[config.mk]
export PLATFORM = sky130hd
export DESIGN_NAME = irq_event_ctrl
export DESIGN_NICKNAME = d
export VERILOG_FILES = /design/src/rtl/irqc_pkg.sv /design/src/rtl/irqc_pending_bank.sv /design/src/rtl/irqc_cfg_regs.sv /design/src/rtl/irqc_readback.sv /design/src/rtl/irq_event_ctrl.sv
export SDC_FILE = /design/constraint.sdc
export NUM_CORES = 1
export LEC_CHECK = 0
export ABC_AREA = 0
export BUFFER_PORTS_ARGS = -buffer_cell sky130_fd_sc_hd__buf_2
export CAP_MARGIN = 20
export CORE_AREA = 2 2 39 41
export CTS_BUF_LIST = sky130_fd_sc_hd__clkbuf_16
export CTS_CLUSTER_DIAMETER = 40
export DETAILED_ROUTE_END_ITERATION = 10
export DIE_AREA = 0 0 41 43
export PLACE_DENSITY = 0.63
export SYNTH_ARGS = -nofsm -noshare
export SYNTH_HDL_FRONTEND = slang
export SYNTH_SLANG_ARGS = --single-unit
[constraint.sdc]
create_clock -name clk -period 0.9 [get_ports clk]
set_input_delay 0.045 -clock clk [delete_from_list [all_inputs] [get_ports clk]]
set_output_delay 0.045 -clock clk [all_outputs]
set_load 0.01 [all_outputs]
[src/rtl/irqc_pkg.sv]
package irqc_pkg;

    localparam int NUM_SRC  = 3;
    localparam int DATA_W   = 8;
    localparam int ADDR_W   = 2;

    localparam int SRC_TICK  = 0;
    localparam int SRC_ALARM = 1;
    localparam int SRC_PWR   = 2;

    typedef enum logic [ADDR_W-1:0] {
        SEL_PENDING = 2'd0,
        SEL_ENABLE  = 2'd1,
        SEL_ROUTE   = 2'd2,
        SEL_NONE    = 2'd3
    } reg_sel_e;

endpackage

[src/rtl/irqc_pending_bank.sv]
module irqc_pending_bank #(
    parameter int NUM_SRC = 3
) (
    input  logic               clk,
    input  logic               rst_n,
    input  logic [NUM_SRC-1:0] evt_i,
    input  logic               clr_en_i,
    input  logic [NUM_SRC-1:0] clr_bits_i,
    output logic [NUM_SRC-1:0] pending_o
);

    typedef struct packed {
        logic [NUM_SRC-1:0] pend;
    } bank_t;

    bank_t bank_d, bank_q;

    always_comb begin
        bank_d = bank_q;
        for (int i = 0; i < NUM_SRC; i++) begin
            if (clr_en_i && clr_bits_i[i]) begin
                bank_d.pend[i] = 1'b0;
            end
            if (evt_i[i]) begin
                bank_d.pend[i] = 1'b1;
            end
        end
    end

    always_ff @(posedge clk or negedge rst_n) begin
        if (!rst_n) begin
            bank_q <= '0;
        end else begin
            bank_q <= bank_d;
        end
    end

    assign pending_o = bank_q.pend;

    for (genvar g = 0; g < NUM_SRC; g++) begin : g_chk
        AST_EVENT_SETS: assert property (@(posedge clk) disable iff (!rst_n)
            evt_i[g] |=> pending_o[g]);
        AST_ONE_CLEARS: assert property (@(posedge clk) disable iff (!rst_n)
            (clr_en_i && clr_bits_i[g] && !evt_i[g]) |=> !pending_o[g]);
        AST_ZERO_KEEPS: assert property (@(posedge clk) disable iff (!rst_n)
            (!evt_i[g] && !(clr_en_i && clr_bits_i[g])) |=> $stable(pending_o[g]));
    end

endmodule

[src/rtl/irqc_cfg_regs.sv]
module irqc_cfg_regs #(
    parameter int NUM_SRC = 3
) (
    input  logic               clk,
    input  logic               rst_n,
    input  logic               wr_enable_i,
    input  logic               wr_route_i,
    input  logic [NUM_SRC-1:0] wdata_i,
    output logic [NUM_SRC-1:0] enable_o,
    output logic               route_o
);

    typedef struct packed {
        logic [NUM_SRC-1:0] enable;
        logic               route;
    } cfg_t;

    cfg_t cfg_d, cfg_q;

    always_comb begin
        cfg_d = cfg_q;
        if (wr_enable_i) begin
            cfg_d.enable = wdata_i;
        end
        if (wr_route_i) begin
            cfg_d.route = wdata_i[0];
        end
    end

    always_ff @(posedge clk or negedge rst_n) begin
        if (!rst_n) begin
            cfg_q <= '0;
        end else begin
            cfg_q <= cfg_d;
        end
    end

    assign enable_o = cfg_q.enable;
    assign route_o  = cfg_q.route;

    AST_ENABLE_HOLDS: assert property (@(posedge clk) disable iff (!rst_n)
        !wr_enable_i |=> $stable(enable_o));
    AST_ROUTE_HOLDS: assert property (@(posedge clk) disable iff (!rst_n)
        !wr_route_i |=> $stable(route_o));

endmodule

[src/rtl/irqc_readback.sv]
module irqc_readback
    import irqc_pkg::*;
#(
    parameter int NUM_SRC = 3,
    parameter int DATA_W  = 8
) (
    input  logic [ADDR_W-1:0]  addr_i,
    input  logic [NUM_SRC-1:0] pending_i,
    input  logic [NUM_SRC-1:0] enable_i,
    input  logic               route_i,
    output logic [DATA_W-1:0]  rdata_o
);

    always_comb begin
        rdata_o = '0;
        unique case (reg_sel_e'(addr_i))
            SEL_PENDING: rdata_o = DATA_W'(pending_i);
            SEL_ENABLE:  rdata_o = DATA_W'(enable_i);
            SEL_ROUTE:   rdata_o = DATA_W'(route_i);
            SEL_NONE:    rdata_o = '0;
            default:     rdata_o = '0;
        endcase
    end

endmodule

[src/rtl/irq_event_ctrl.sv]
module irq_event_ctrl
    import irqc_pkg::*;
#(
    parameter int PWR_IDX = SRC_PWR
) (
    input  logic               clk,
    input  logic               rst_n,
    input  logic [NUM_SRC-1:0] evt_i,
    input  logic [ADDR_W-1:0]  reg_addr,
    input  logic               reg_wr,
    input  logic [DATA_W-1:0]  reg_wdata,
    output logic [DATA_W-1:0]  reg_rdata,
    output logic               irq_n,
    output logic               mfo
);

    logic [NUM_SRC-1:0] pending;
    logic [NUM_SRC-1:0] enable;
    logic               route;
    logic               wr_pending, wr_enable, wr_route;
    logic [NUM_SRC-1:0] gated;
    logic               wdata_unused;

    assign wr_pending   = reg_wr && (reg_addr == SEL_PENDING);
    assign wr_enable    = reg_wr && (reg_addr == SEL_ENABLE);
    assign wr_route     = reg_wr && (reg_addr == SEL_ROUTE);
    assign wdata_unused = ^reg_wdata[DATA_W-1:NUM_SRC];

    irqc_pending_bank #(.NUM_SRC(NUM_SRC)) u_pending (
        .clk        (clk),
        .rst_n      (rst_n),
        .evt_i      (evt_i),
        .clr_en_i   (wr_pending),
        .clr_bits_i (reg_wdata[NUM_SRC-1:0]),
        .pending_o  (pending)
    );

    irqc_cfg_regs #(.NUM_SRC(NUM_SRC)) u_cfg (
        .clk         (clk),
        .rst_n       (rst_n),
        .wr_enable_i (wr_enable),
        .wr_route_i  (wr_route),
        .wdata_i     (reg_wdata[NUM_SRC-1:0]),
        .enable_o    (enable),
        .route_o     (route)
    );

    irqc_readback #(.NUM_SRC(NUM_SRC), .DATA_W(DATA_W)) u_rb (
        .addr_i    (reg_addr),
        .pending_i (pending),
        .enable_i  (enable),
        .route_i   (route),
        .rdata_o   (reg_rdata)
    );

    for (genvar g = 0; g < NUM_SRC; g++) begin : g_gate
        assign gated[g] = pending[g] & enable[g];
    end

    assign irq_n = ~(|gated);
    assign mfo   = route & pending[PWR_IDX];

    AST_IRQ_HELD: assert property (@(posedge clk) disable iff (!rst_n)
        (!irq_n && !reg_wr) |=> !irq_n);
    AST_EVENT_ENABLED_FIRES: assert property (@(posedge clk) disable iff (!rst_n)
        (|(evt_i & enable) && !wr_enable) |=> !irq_n);
    AST_MFO_ROUTED: assert property (@(posedge clk) disable iff (!rst_n)
        (evt_i[PWR_IDX] && route && !wr_route) |=> mfo);
    AST_MFO_UNROUTED: assert property (@(posedge clk) disable iff (!rst_n)
        (!route && !wr_route) |=> !mfo);
    AST_IRQ_IDLE_RESET: assert property (@(posedge clk) disable iff (!rst_n)
        $rose(rst_n) |-> (irq_n && !mfo));

endmodule

==> reports/qor.txt <==
status = complete, but fails checks
violated checks = negative setup slack
final core occ = 44.9%
Slew Limit Fails = 0
Hold Crit Class = in -> reg
# nets final = 80
Max IR drop VDD = 1.06 mV
wire length of the first global-routing pass = 1390 µm
Final Hold Violating Endpoints = 0
row count = 14
Hold WS = 0.0106 ns
area of the core = 0.00138 mm²
die area = 0.00176 mm²
RSZ-0062 raised after global routing = yes
Pre-antenna DRT Iters = 4
die width = 41 µm
Static Leak = 0.323 nW
Final setup viols = 5
period utilization = 134%
# H-tree levels = 1
Synth Cell Area = 419 µm²
reg2reg start = u_cfg.enable_o[0]
DR vias = 338
Critical Path Sink Type = output pin
Setup Crit Path Kind = reg -> out
number of I/O pins = 26
pre-CTS setup slack = -0.0409 ns
Ys Warns = 0
setup TNS = -0.830 ns
P per Cell Area = 2190 mW/mm²
Num CTS Buffers = 3
min Tclk post-route = 1.20 ns
CTS tree = built
share of cells above drive strength 1 = 46.0%
syn avg cell area = 10.7 µm²
maxcap violations = 0
ant diodes = 0
gr ovfl total = 0
beginning of the critical path = u_pending.pending_o[0]
Final Skew = 0 ns
GRT Util Overall = 12.2%
Critical Path Sink = irq_n
initial antenna violation count = 0
Arrival @ worst endpoint = 1.16 ns
Cells after Synth = 39
highest-count cells in the layout ignoring fill and taps = buf_2 (15), dfrtp_1 (7), nor2_1 (5), conb_1 (5)
die height = 43 µm
total routed wirelength = 928 µm
GP Congestion = 0.665
DRC Markers = 0
Seq/Total Area, Yosys = 41.8%
commonest non-fill, non-tap cell in the layout = buf_2
Post-DP HPWL = 694 µm
Netlist cell types = 16
vias in the first global route = 343
crit start category = flip-flop
number of vias per cell = 4.28
clk buf depth = 2
PortBufs = 15
final setup margin = -0.304 ns
DRT antenna net count = 0
design area = 622 µm²
Clk Latency, worst-skew pair = 0.22 ns
Clock Pin Slew Worst Setup and Hold Paths = 0.03 ns
largest net degree at the start of global routing = 8
CP Max Fanout = 2
R2R cell count = 2
CP required = 0.85 ns
#FFs+latches synth = 7
fmax = 830 MHz
Area Overhead vs Synth = 48.4%
RR Endpoint = u_cfg.enable_o[0]
Iteration-0 DRC Markers = 5
WL/cell = 11.7 µm
Initial Util = 30.3%
DP Area = 518 µm²
R2R setup slack = 0 ns
Sinks on Clock Net = 7
root buffer cell = clkbuf_16
[kinds of logic after synthesis]
family / after synthesis / synth area share [%]
flip-flops: 7 / 41.8
AO/OA/AOI/OAI: 5 / 8.06
multiplexers: 7 / 18.8
other: 1 / 0.895
buffers and inverters: 9 / 14.3
AND/OR/NAND/NOR: 10 / 16.1
[registers in the layout (all words and copies together), names as in the netlist]
signal               flops
u_pending.pending_o      3
u_cfg.route_o            1
u_cfg.enable_o           3
[metrics by stage]
| step | std cells | power (W) |
|---|---|---|
| after CTS | 78 | 0.00137 |
| after global placement | 73 | 0.000611 |
| after floorplan | 43 | 0.000520 |
| after detailed placement | 73 | 0.000618 |
| final | 79 | 0.00136 |
| after global routing | 79 | 0.00142 |
[critical path: stages, from the launching register on]
cell and delay (ns):
dfrtp_1 0.37, a222oi_1 0.36, buf_2 0.20
[cells in the mapped netlist (all sizes together)]
cell    instances  share of area (%)
nor2            5                4.5
nand3b          3                8.4
mux2            4                 12
mux2i           3                7.2
o21ai           1                1.2
nor3b           1                1.8
a31oi           3                4.5
dfrtp           7                 42
inv             3                2.7
buf             6                 12
a222oi          1                2.4
conb            1               0.89
and2            1                1.5
[layer usage]
layer / GRT usage, % / up-vias / wire, µm / part of all wire [%]
li1: - / 172 / - / -
met1: 12.3 / 154 / 386 / 42
met2: 20.0 / 12 / 464 / 50
met3: 6.81 / 0 / 77 / 8.3
met4: 4.00 / 0 / 0 / 0
met5: 0 / - / 0 / 0
[power breakdown]
| part | internal (W) | switching [W] |
|---|---|---|
| registers | 0.000356 | 0.0000289 |
| clock network | 0.000576 | 0.000152 |
| logic | 0.000139 | 0.000108 |
[how the worst min path moves through the flow]
stage / startpoint / end / depth (start not counted)
global route: reg_wdata[1] / u_pending.pending_o[1] / 2
detailed placement: rst_n / u_cfg.route_o / 1
floorplan: rst_n / u_cfg.enable_o[0] / 0
finish: reg_wdata[2] / u_pending.pending_o[2] / 2
CTS: reg_wdata[2] / u_pending.pending_o[2] / 2
global placement: rst_n / u_pending.pending_o[1] / 1
[timing repair]
action	in CTS	in global routing
setup buffers	0	1
hold buffers	1	0
endpoints found under the hold margin	7	0
setup endpoints to repair	5	6
gates resized for setup	3	0
pin swaps	1	0
[final cells by class]
cell class | instances | area [µm²]
clock buffer | 3 | 75.1
timing repair buffer | 22 | 138
clock inverter | 1 | 3.75
tap | 16 | 20.0
multi-input combinational | 27 | 199
sequential | 7 | 175
inverter | 3 | 11.3
fill | 128 | 762
Note: power is estimated with default switching activity, not from simulation.
